$ cat src/rtl/pdiv_pkg.sv
package pdiv_pkg;
  localparam int DIV_W   = 4;
  localparam int CODE_W  = 3;
  localparam logic [DIV_W-1:0] DIV_KEEP = 4'hB;

  // shift is code plus one, wrapping in the 3-bit field
  function automatic logic [CODE_W-1:0] shift_of(input logic [CODE_W-1:0] code);
    return code + 3'd1;
  endfunction
endpackage

$ cat src/rtl/pdiv_prescale.sv
module pdiv_prescale #(
  parameter int SHIFT_W = 3
) (
  input  logic               clk,
  input  logic               rst,
  input  logic               restart,
  input  logic [SHIFT_W-1:0] shift,
  output logic               tick
);
  localparam int PRE_W = (1 << SHIFT_W) - 1;

  logic [PRE_W-1:0] pcnt;
  logic [PRE_W-1:0] mask;

  assign mask = ~({PRE_W{1'b1}} << shift);

  always_ff @(posedge clk) begin
    if (rst || restart) begin
      pcnt <= '0;
    end else begin
      pcnt <= pcnt + 1'b1;
    end
  end

  // rate follows the live mask, phase is never reset by a divide change
  assign tick = (pcnt & mask) == mask;
endmodule

$ cat src/rtl/pdiv_counter.sv
module pdiv_counter #(
  parameter int CNT_W = 32
) (
  input  logic             clk,
  input  logic             rst,
  input  logic             load,
  input  logic [CNT_W-1:0] load_val,
  input  logic             tick,
  input  logic             periodic,
  output logic [CNT_W-1:0] count,
  output logic             expire
);
  localparam logic [CNT_W-1:0] ONE = {{(CNT_W-1){1'b0}}, 1'b1};

  logic [CNT_W-1:0] reload;

  always_ff @(posedge clk) begin
    if (rst) begin
      count  <= '0;
      reload <= '0;
    end else if (load) begin
      count  <= load_val;
      reload <= load_val;
    end else if (tick) begin
      if (count != '0) begin
        count <= count - ONE;
      end else if (periodic) begin
        count <= reload;
      end
    end
  end

  assign expire = tick && !load && (count == ONE);
endmodule

$ cat src/rtl/pdiv_deliver.sv
module pdiv_deliver #(
  parameter int VEC_W = 8
) (
  input  logic             clk,
  input  logic             rst,
  input  logic             expire,
  input  logic             masked,
  input  logic [VEC_W-1:0] vec_in,
  output logic             irq_req,
  output logic [VEC_W-1:0] irq_vec
);
  always_ff @(posedge clk) begin
    if (rst) begin
      irq_req <= 1'b0;
      irq_vec <= '0;
    end else begin
      irq_req <= expire && !masked;
      if (expire && !masked) begin
        irq_vec <= vec_in;
      end
    end
  end
endmodule

$ cat src/rtl/pdiv_timer.sv
module pdiv_timer #(
  parameter int CNT_W = 32,
  parameter int VEC_W = 8
) (
  input  logic             clk,
  input  logic             rst,
  input  logic             icnt_we,
  input  logic [CNT_W-1:0] icnt_wdata,
  input  logic             div_we,
  input  logic [3:0]       div_wdata,
  input  logic             lvt_we,
  input  logic [VEC_W-1:0] lvt_vector,
  input  logic             lvt_mask,
  input  logic             lvt_periodic,
  output logic [CNT_W-1:0] cur_count,
  output logic [3:0]       div_cfg,
  output logic             irq_req,
  output logic [VEC_W-1:0] irq_vec
);
  import pdiv_pkg::*;

  logic [DIV_W-1:0]  div_q;
  logic [VEC_W-1:0]  lvt_vec_q;
  logic              lvt_mask_q;
  logic              lvt_per_q;
  logic [CODE_W-1:0] shift;
  logic              tick;
  logic              expire;

  always_ff @(posedge clk) begin
    if (rst) begin
      div_q      <= '0;
      lvt_vec_q  <= '0;
      lvt_mask_q <= 1'b1;
      lvt_per_q  <= 1'b0;
    end else begin
      if (div_we) begin
        div_q <= div_wdata & DIV_KEEP;
      end
      if (lvt_we) begin
        lvt_vec_q  <= lvt_vector;
        lvt_mask_q <= lvt_mask;
        lvt_per_q  <= lvt_periodic;
      end
    end
  end

  assign shift   = shift_of({div_q[3], div_q[1:0]});
  assign div_cfg = div_q;

  pdiv_prescale #(.SHIFT_W(CODE_W)) u_pre (
    .clk(clk), .rst(rst), .restart(icnt_we), .shift(shift), .tick(tick)
  );

  pdiv_counter #(.CNT_W(CNT_W)) u_cnt (
    .clk(clk), .rst(rst), .load(icnt_we), .load_val(icnt_wdata),
    .tick(tick), .periodic(lvt_per_q), .count(cur_count), .expire(expire)
  );

  pdiv_deliver #(.VEC_W(VEC_W)) u_dlv (
    .clk(clk), .rst(rst), .expire(expire), .masked(lvt_mask_q),
    .vec_in(lvt_vec_q), .irq_req(irq_req), .irq_vec(irq_vec)
  );
endmodule

$ cat config.mk
export PLATFORM = sky130hd
export DESIGN_NAME = pdiv_timer
export DESIGN_NICKNAME = d
export VERILOG_FILES = /design/src/rtl/pdiv_pkg.sv /design/src/rtl/pdiv_prescale.sv /design/src/rtl/pdiv_counter.sv /design/src/rtl/pdiv_deliver.sv /design/src/rtl/pdiv_timer.sv
export SDC_FILE = /design/constraint.sdc
export NUM_CORES = 1
export LEC_CHECK = 0
export CAP_MARGIN = 40
export CORE_ASPECT_RATIO = 0.5
export CORE_MARGIN = 2
export CORE_UTILIZATION = 25
export DETAILED_ROUTE_END_ITERATION = 12
export DONT_BUFFER_PORTS = 1
export HOLD_SLACK_MARGIN = 0.12
export PLACE_DENSITY = 0.4
export SYNTH_ARGS = -nofsm -noshare
export SYNTH_HDL_FRONTEND = slang
export SYNTH_SLANG_ARGS = --single-unit
$ cat constraint.sdc
create_clock -name clk -period 7.8 [get_ports clk]
set_clock_uncertainty 0.05 [all_clocks]
set_input_delay 0.39 -clock clk [delete_from_list [all_inputs] [get_ports clk]]
set_output_delay 0.39 -clock clk [all_outputs]
set_load 0.05 [all_outputs]
### Word-level counts from Yosys, hierarchy flattened

Index checks and enable logic that the tools add are counted.

| storage, ports and cells | value |
|---|---|
| logic and storage cells | 31 |
| flip-flop bits (word level) | 93 |
| memories | 0 |
| output and inout bits | 45 |
| memory bits (writable) | 0 |
| latch bits | 0 |
| ROM bits | 0 |
| bits of input ports | 51 |

| operators by class | value |
|---|---|
| bitwise operators | 2 |
| mux-type cells | 4 |
| shift-type cells | 1 |
| multipliers | 0 |
| eq/ne operators | 2 |
| magnitude comparators | 0 |
| reductions and logical operators | 10 |
| div/mod/pow operators | 0 |
| $add $sub $neg | 3 |

Operator list:

| kind | number |
|---|---|
| 32-bit 2-to-1 mux | 4 |
| 32-bit by 1-bit == test with 1-bit output, second input constant | 1 |
| 32-bit nonzero test | 1 |
| 32-bit by 1-bit subtractor with 32-bit output, second input constant | 1 |
| 7-bit by 1-bit adder with 7-bit output, second input constant | 1 |
| 7-bit bitwise AND | 1 |
| 7-bit == test | 1 |
| 7-bit inverter | 1 |
| 7-bit by 3-bit left shift with 7-bit output, first input constant | 1 |
| 3-bit by 1-bit adder with 3-bit output, second input constant | 1 |
| 1-bit logical AND | 3 |
| 3-bit nonzero test | 1 |
| 1-bit zero test | 2 |
| 2-bit AND reduction | 1 |
| 2-bit nonzero test | 1 |
| 1-bit logical OR | 1 |

### Depth between registers and ports, before layout

Gate-level depths: netlist of the first run.

| depth | value |
|---|---|
| depth after elaboration | 8 |
| gate-level depth with buffers | 10 |

### Modules after synthesis

From an unflattened synthesis of the first run, not the netlist that was laid out.

| second synthesis, totals | value |
|---|---|
| cells, all modules | 584 |
| area, all modules | 4894.7 um^2 |

By module, submodules not included:

| module | instances | cells an instance | area each (um^2) | sequential area each (um^2) |
|---|---|---|---|---|
| pdiv_counter | 1 | 464 | 3704.8 | 1281.2 |
| pdiv_timer | 1 | 46 | 493.0 | 260.2 |
| pdiv_deliver | 1 | 36 | 382.9 | 180.2 |
| pdiv_prescale | 1 | 38 | 314.1 | 140.1 |

### Worst setup path before layout of the first run

No wires, ideal clock.

| timing path | value |
|---|---|
| path kind | register -> register |
| start point | register u_cnt.count[16] |
| end point | register u_cnt.count[22] |
| setup slack | 4.511 ns |
| data arrival time | 3.106 ns |
| setup time | 0.133 ns |
| stages on the path, launching flop included | 9 |
| cell sequence | dfxtp_1 > or4_4 > or4_4 > or4_4 > buf_6 > o32a_4 > buf_6 > a221oi_1 > nor3_1 |

| between the ends | value |
|---|---|
| word-level cells in the longest chain between the ends | 4 |

RTL lines:

| element | RTL line | RTL |
|---|---|---|
| from (decl) | pdiv_counter.sv:10 | `output logic [CNT_W-1:0] count,` |
| from (signal assigned) | pdiv_counter.sv:22 | `count <= load_val;` |
| from (signal assigned) | pdiv_counter.sv:26 | `count <= count - ONE;` |
| from (signal assigned) | pdiv_counter.sv:28 | `count <= reload;` |
| 32-bit by 1-bit subtractor with 32-bit output or 32-bit nonzero test (tied branches) | pdiv_counter.sv:26, pdiv_counter.sv:25 |  |
| 32-bit 2-to-1 mux | pdiv_counter.sv:25 | `if (count != '0) begin` |
| 32-bit 2-to-1 mux | pdiv_counter.sv:24 | `end else if (tick) begin` |
| 32-bit 2-to-1 mux | pdiv_counter.sv:21 | `end else if (load) begin` |

Several ways; a longest one is shown, not always the timed one. The select of a mux whose other input is x is not followed.
A chain may end at the register's enable or synchronous reset.

### Final worst setup path of the first run

| timing path | value |
|---|---|
| start point | register u_cnt.count[21] |
| end point | register u_cnt.count[22] |

Same word-level chain as after synthesis.

==> reports/results.ini, run 1 <==
[critical_path]
r2r_setup_slack_ns = 4.14
max_stage_delay_ns = 0.73
worstPathRequired_ns = 7.97
critPathMaxFanout = 39
critPathKind = flop to flop
crit_chain = or4_1, or4_4, or4_4, o32a_4, a221oi_1, nor3_1
critPathLaunchType = flop
cpMostUsedCell = or4_4
slowest_stage = or4_1
worst-path-buf-inv = 0
cp_top_family = simple AND/OR/NAND/NOR gates
crit_path_end_kind = flop
worst_ep_arrival_time_ns = 3.83

[floorplan]
coreArea_sq_um = 18200
fp-row-count = 35
io_pins = 96
dieWidth_microns = 196
chipHeight_microns = 100
start_util_pct = 25.3
dieArea_sq_um = 19600

[route]
antenna_left = 0
first_iter_violations = 180
remaining_drc_errors = 0
num_vias = 3833
routedWlPerCell_microns = 18.6
totalWireLength_microns = 14200
via_per_inst = 5.02
firstDrtPassIters = 4

[grt]
antenna_found_initial = 1
grtUsageTotal_pct = 14.8
grt_max_degree = 79
gr-usage-met3_pct = 4.17
use_met2_pct = 23.4
first_global_vias = 3726
busiest_layer = met2
met1_usage_pct = 19.9
overflow = 0
grt_pass1_wl_microns = 22100

[run_status]
status = complete, no violations

[power_and_ir_drop]
leakage_nw = 1.92
switching_share_pct = 29.6
peakVddDrop_v = 0.000113
clkPwrFrac_pct = 41.0
p_int_w = 0.000890
total_power_w = 0.00126
p_comb_share_pct = 12.0
seq_power_share_pct = 47.0
power.density_nw_per_um2 = 243
p_sw_w = 0.000375

[finish]
regArea_sq_um = 1860
fillerInstances = 1990
nets = 576
drive_above_1_share_pct = 7.46
multi_input_area_sq_um = 2560
area_delta_synth_final_pct = 12.6

[worst_hold_path]
hp-class = input pin to flop

[synthesis]
yosysSeqAreaShare_pct = 40.4
ys_ff_latch = 93
ys.flop_type = dfxtp_1
syn_nets = 591
synth_edf_count = 0
ys_types = 58
syn_inst = 533
syn-cell-area_sq_um = 4610
ys_warn_count = 0
avgSynthCellArea_sq_um = 8.66
async_flop_share_pct = 0

[sta]
tightest_slew_ns = 0.791
fin_crit_sh_pct = 46.9
slew_headroom_pct = 47.2
setup_viol_count_final = 0
fmax_mhz = 274
rsz0062_at_grt = no
tns_ns = 0
fin_crit_ns = 3.66
maxSlewViolCount = 0
hold_violations = 0
hold_slack_ns = 0.133

[cts]
post_cts_buffers = 0
cts.repair.resized = 0
path_clk_slew_ns = 0.08
clkSinkCount = 93
tritoncts = yes
cts_buffers = 9
htreeDepth = 3
cts_root_buffer = clkbuf_16
cts_buffer_depth = 2
clkLatencyLatePin_ns = 0.35
holdBufCountCts = 4

[placed_design]
port_buffers = 0
gp_congestion = 0.768
place_hpwl_microns = 9250

[job]
drv_cap = 0

## kinds of logic after synthesis
family                     after synthesis  share of synthesized area (%)
AOI/OAI and AO/OA                      112                           18.9
xor gates and xnor gates                20                           3.80
adders and majority gates                7                           1.90
buffers and inverters                   44                           4.18
DFF                                     93                           40.4
muxes                                   41                           8.90
other                                    1                         0.0813
and+or+nand+nor                        215                           21.9
## state kept, by name (all words and copies together), names as in the netlist
signal         count
u_dlv.irq_vec      8
u_dlv.irq_req      1
u_pre.pcnt         7
lvt_vec_q          8
lvt_per_q          1
u_cnt.count       32
lvt_mask_q         1
div_cfg            3
u_cnt.reload      32
## placed cells by master (no fill, tap or decap), types with 6 or more instances in the layout
cell,count
mux2i_1,41
or3_1,14
o211ai_1,7
clkbuf_16,9
xnor2_1,11
xor2_1,9
nor2_1,86
nand3_1,12
nor4_1,11
ha_1,7
nor3_1,17
nand2_1,48
inv_1,10
dfxtp_1,93
a21oi_1,26
o21ai_0,14
a311oi_1,6
a311oi_2,8
## path summary, 6_finish.rpt
path,startpoint,cells after the start,endpoint
setup / recovery,u_cnt.count[21],6,u_cnt.count[22]
hold / removal,icnt_wdata[7],2,u_cnt.reload[7]
setup reg to reg,u_cnt.count[21],6,u_cnt.count[22]
hold reg to reg,u_cnt.reload[10],2,u_cnt.reload[10]
## stage by stage
stage	util, %	instances	area, sq um	setup WS, ns
2_1_floorplan	-	533	4610	4.51
3_3_place_gp	26.3	743	4790	4.13
5_1_grt	28.5	764	5190	3.92
4_1_cts	28.5	763	5190	4.12
6_report	28.5	764	5190	4.14
3_5_place_dp	26.3	743	4790	4.15
## power by group through the flow
| stage | sequential [W] | combinational [W] | clock [W] |
|---|---|---|---|
| floorplan | 0.000590 | 0.000126 | 0 |
| global placement | 0.000605 | 0.000142 | 0 |
| detailed placement | 0.000605 | 0.000142 | 0 |
| CTS | 0.000594 | 0.000153 | 0.000539 |
| global route | 0.000599 | 0.000171 | 0.000555 |
| finish | 0.000594 | 0.000152 | 0.000519 |
## cell usage after synthesis, types with 6 or more instances
| master | number | area share, % |
|---|---|---|
| a21oi_1 | 26 | 2.8 |
| a311oi_1 | 6 | 1.1 |
| a311oi_2 | 8 | 2.6 |
| buf_1 | 7 | 0.57 |
| clkbuf_1 | 21 | 1.7 |
| dfxtp_1 | 93 | 40 |
| ha_1 | 7 | 1.9 |
| inv_1 | 10 | 0.81 |
| mux2i_1 | 41 | 8.9 |
| nand2_1 | 48 | 3.9 |
| nand3_1 | 12 | 1.3 |
| nor2_1 | 86 | 7.0 |
| nor3_1 | 17 | 1.8 |
| nor4_1 | 11 | 1.5 |
| o211ai_1 | 7 | 1.1 |
| o21ai_0 | 14 | 1.5 |
| or3_1 | 15 | 2.0 |
| xnor2_1 | 11 | 2.1 |
| xor2_1 | 9 | 1.7 |
## final cells by class
type | instances | area share, %
flip-flops and latches | 93 | 35.8
diodes | 1 | 0.0482
inverters | 11 | 0.795
clock buffers | 10 | 4.60
clock inverters | 6 | 2.12
multi-input cells | 396 | 49.3
repair buffers | 7 | 1.54
well taps | 240 | 5.78
## metal layers
layer  vias up  part of all wire [%]
met2        66                    44
li1       1904                     -
met4         0                   1.8
met1      1848                    50
met3        15                   4.7
met5         -                     0
Power figures use the tool's default switching activity.
==> run 2, diff against run 1 <==
clock period = 3.8 ns   (was 7.8 ns; I/O delays follow)
==> run 2 against run 1 <==
Compared with the run above: via count up 14%; final cell count up 12%; sequential power up 85%; worst setup slack worse by 3.9 ns; global-route usage up 1.3 points; sequential share of layout area down 4.9 points; die area unchanged; register-to-register slack worse by 3.9 ns; clock power up 85%; count of clock-buffer cells in the layout unchanged; routed wire length up 10%.
==> reports/results.ini, run 2 (synthesis gave the netlist of run 1 again) <==
[run_status]
status = complete, no violations

[floorplan]
coreArea_sq_um = 18200
start_util_pct = 25.3
dieWidth_microns = 196
dieArea_sq_um = 19600
io_pins = 96
fp-row-count = 35
chipHeight_microns = 100

[power_and_ir_drop]
p_int_w = 0.00178
peakVddDrop_v = 0.000213
switching_share_pct = 31.8
power.density_nw_per_um2 = 434
leakage_nw = 2.32
clkPwrFrac_pct = 36.7
seq_power_share_pct = 42.3
p_comb_share_pct = 21.0
p_sw_w = 0.000831

[finish]
layout_common_cells = dfxtp_1 (93), nor2_1 (86), dlygate4sd3_1 (62)
final_common_cell = dfxtp_1
area_delta_synth_final_pct = 30.6
fin_util_pct = 33.1
nets = 669
multi_input_area_sq_um = 2570
drive_above_1_share_pct = 11.7
regArea_sq_um = 1860
fillerInstances = 1944
final_area_sq_um = 6020
largestRegisters = u_cnt.count (32), u_cnt.reload (32)

[grt]
busiest_layer = met2
antenna_found_initial = 1
first_global_vias = 4279
grt_pass1_wl_microns = 24500
overflow = 0
grtUsageTotal_pct = 16.1
met1_usage_pct = 22.4
gr-usage-met3_pct = 3.36
grt_max_degree = 84
use_met2_pct = 25.6

[worst_hold_path]
whs_endpoint = u_cnt.count[18]
min_from = icnt_wdata[18]
hold_depth = 2
hp-class = input pin to flop

[sta]
maxSlewViolCount = 0
rsz0062_at_grt = no
fin_crit_ns = 3.57
tightest_slew_ns = 0.731
fin_crit_sh_pct = 94.1
hold_violations = 0
slew_headroom_pct = 51.2
tns_ns = 0
fmax_mhz = 280
setup_viol_count_final = 0

[cts]
cts.repair.resized = 0
tritoncts = yes
path_clk_slew_ns = 0.08
clkSinkCount = 93
cts_buffers = 9
clkLatencyLatePin_ns = 0.35
post_cts_buffers = 0
htreeDepth = 3
cts_buffer_depth = 2
cts_root_buffer = clkbuf_16

[critical_path]
critPathMaxFanout = 20
worstPathRequired_ns = 3.99
worst_ep_arrival_time_ns = 3.77
r2r_setup_slack_ns = 0.23
critPathLaunchType = flop
r2r-end = u_cnt.count[19]
reg2reg_depth = 7
crit_path_end_kind = flop
critPathKind = flop to flop
reg2reg_from = u_cnt.count[21]

[route]
antenna_left = 0
routedWlPerCell_microns = 18.3
via_per_inst = 5.08
totalWireLength_microns = 15700
remaining_drc_errors = 0
first_iter_violations = 274
firstDrtPassIters = 5
num_vias = 4352

[placed_design]
placed_cell_area_sq_um = 5020
place_hpwl_microns = 9770
gp_congestion = 0.769
port_buffers = 0

[job]
drv_cap = 0

## run 2: area by class of cell
cell class	instances	share of cell area, %
multi-input combinational	397	42.7
sequential	93	30.9
timing repair buffer	99	15.6
tap	240	4.99
clock buffer	10	3.97
clock inverter	6	1.16
inverter	11	0.686
antenna	1	0.0415
## run 2: worst max-delay path by stage
stage / cells past startpoint / startpoint / slack, ns / to
6_report: 7 / u_cnt.count[21] / 0.23 / u_cnt.count[19]
4_1_cts: 7 / u_cnt.count[21] / 0.03 / u_cnt.count[19]
2_1_floorplan: 8 / u_cnt.count[16] / 0.51 / u_cnt.count[22]
3_5_place_dp: 6 / u_cnt.count[21] / 0.50 / u_cnt.count[22]
5_1_grt: 7 / u_cnt.count[21] / 0.1 / u_cnt.count[19]
3_3_place_gp: 6 / u_cnt.count[21] / 0.51 / u_cnt.count[22]
## run 2: worst max-delay path, cell delays in order (launching register included)
cell and delay [ns]:
dfxtp_1 0.32, or4_1 0.65, or4_4 0.55, or4_4 0.61
o32a_4 0.48, nor2_1 0.16, a311oi_2 0.06, dlygate4sd3_1 0.57
## run 2: per-stage QoR
stage	hold WS, ns	setup WS, ns	total power, W	instances
floorplan	0.268	0.511	0.00147	533
global placement	0.217	0.508	0.00158	775
detailed placement	0.218	0.503	0.00158	775
CTS	0.127	0.0345	0.00264	855
global route	0.165	0.0984	0.00274	857
finish	0.139	0.226	0.00261	857
## run 2: power groups by stage
| stage | combinational (W) | clock (W) | sequential, W |
|---|---|---|---|
| final | 0.000548 | 0.000959 | 0.00110 |
| after CTS | 0.000545 | 0.000991 | 0.00110 |
| after floorplan | 0.000259 | 0 | 0.00121 |
| after global placement | 0.000449 | 0 | 0.00113 |
| after global routing | 0.000599 | 0.00103 | 0.00111 |
| after detailed placement | 0.000450 | 0 | 0.00113 |
## run 2: routing by layer
layer	up-vias	routed length [microns]
li1	2101	-
met1	2112	7770
met2	124	6960
met3	15	838
met4	0	136
met5	-	0
## run 2: what timing repair did
item	CTS	global route
hold buffers	64	0
endpoints found under the setup margin	0	1
endpoints found under the hold margin	87	0
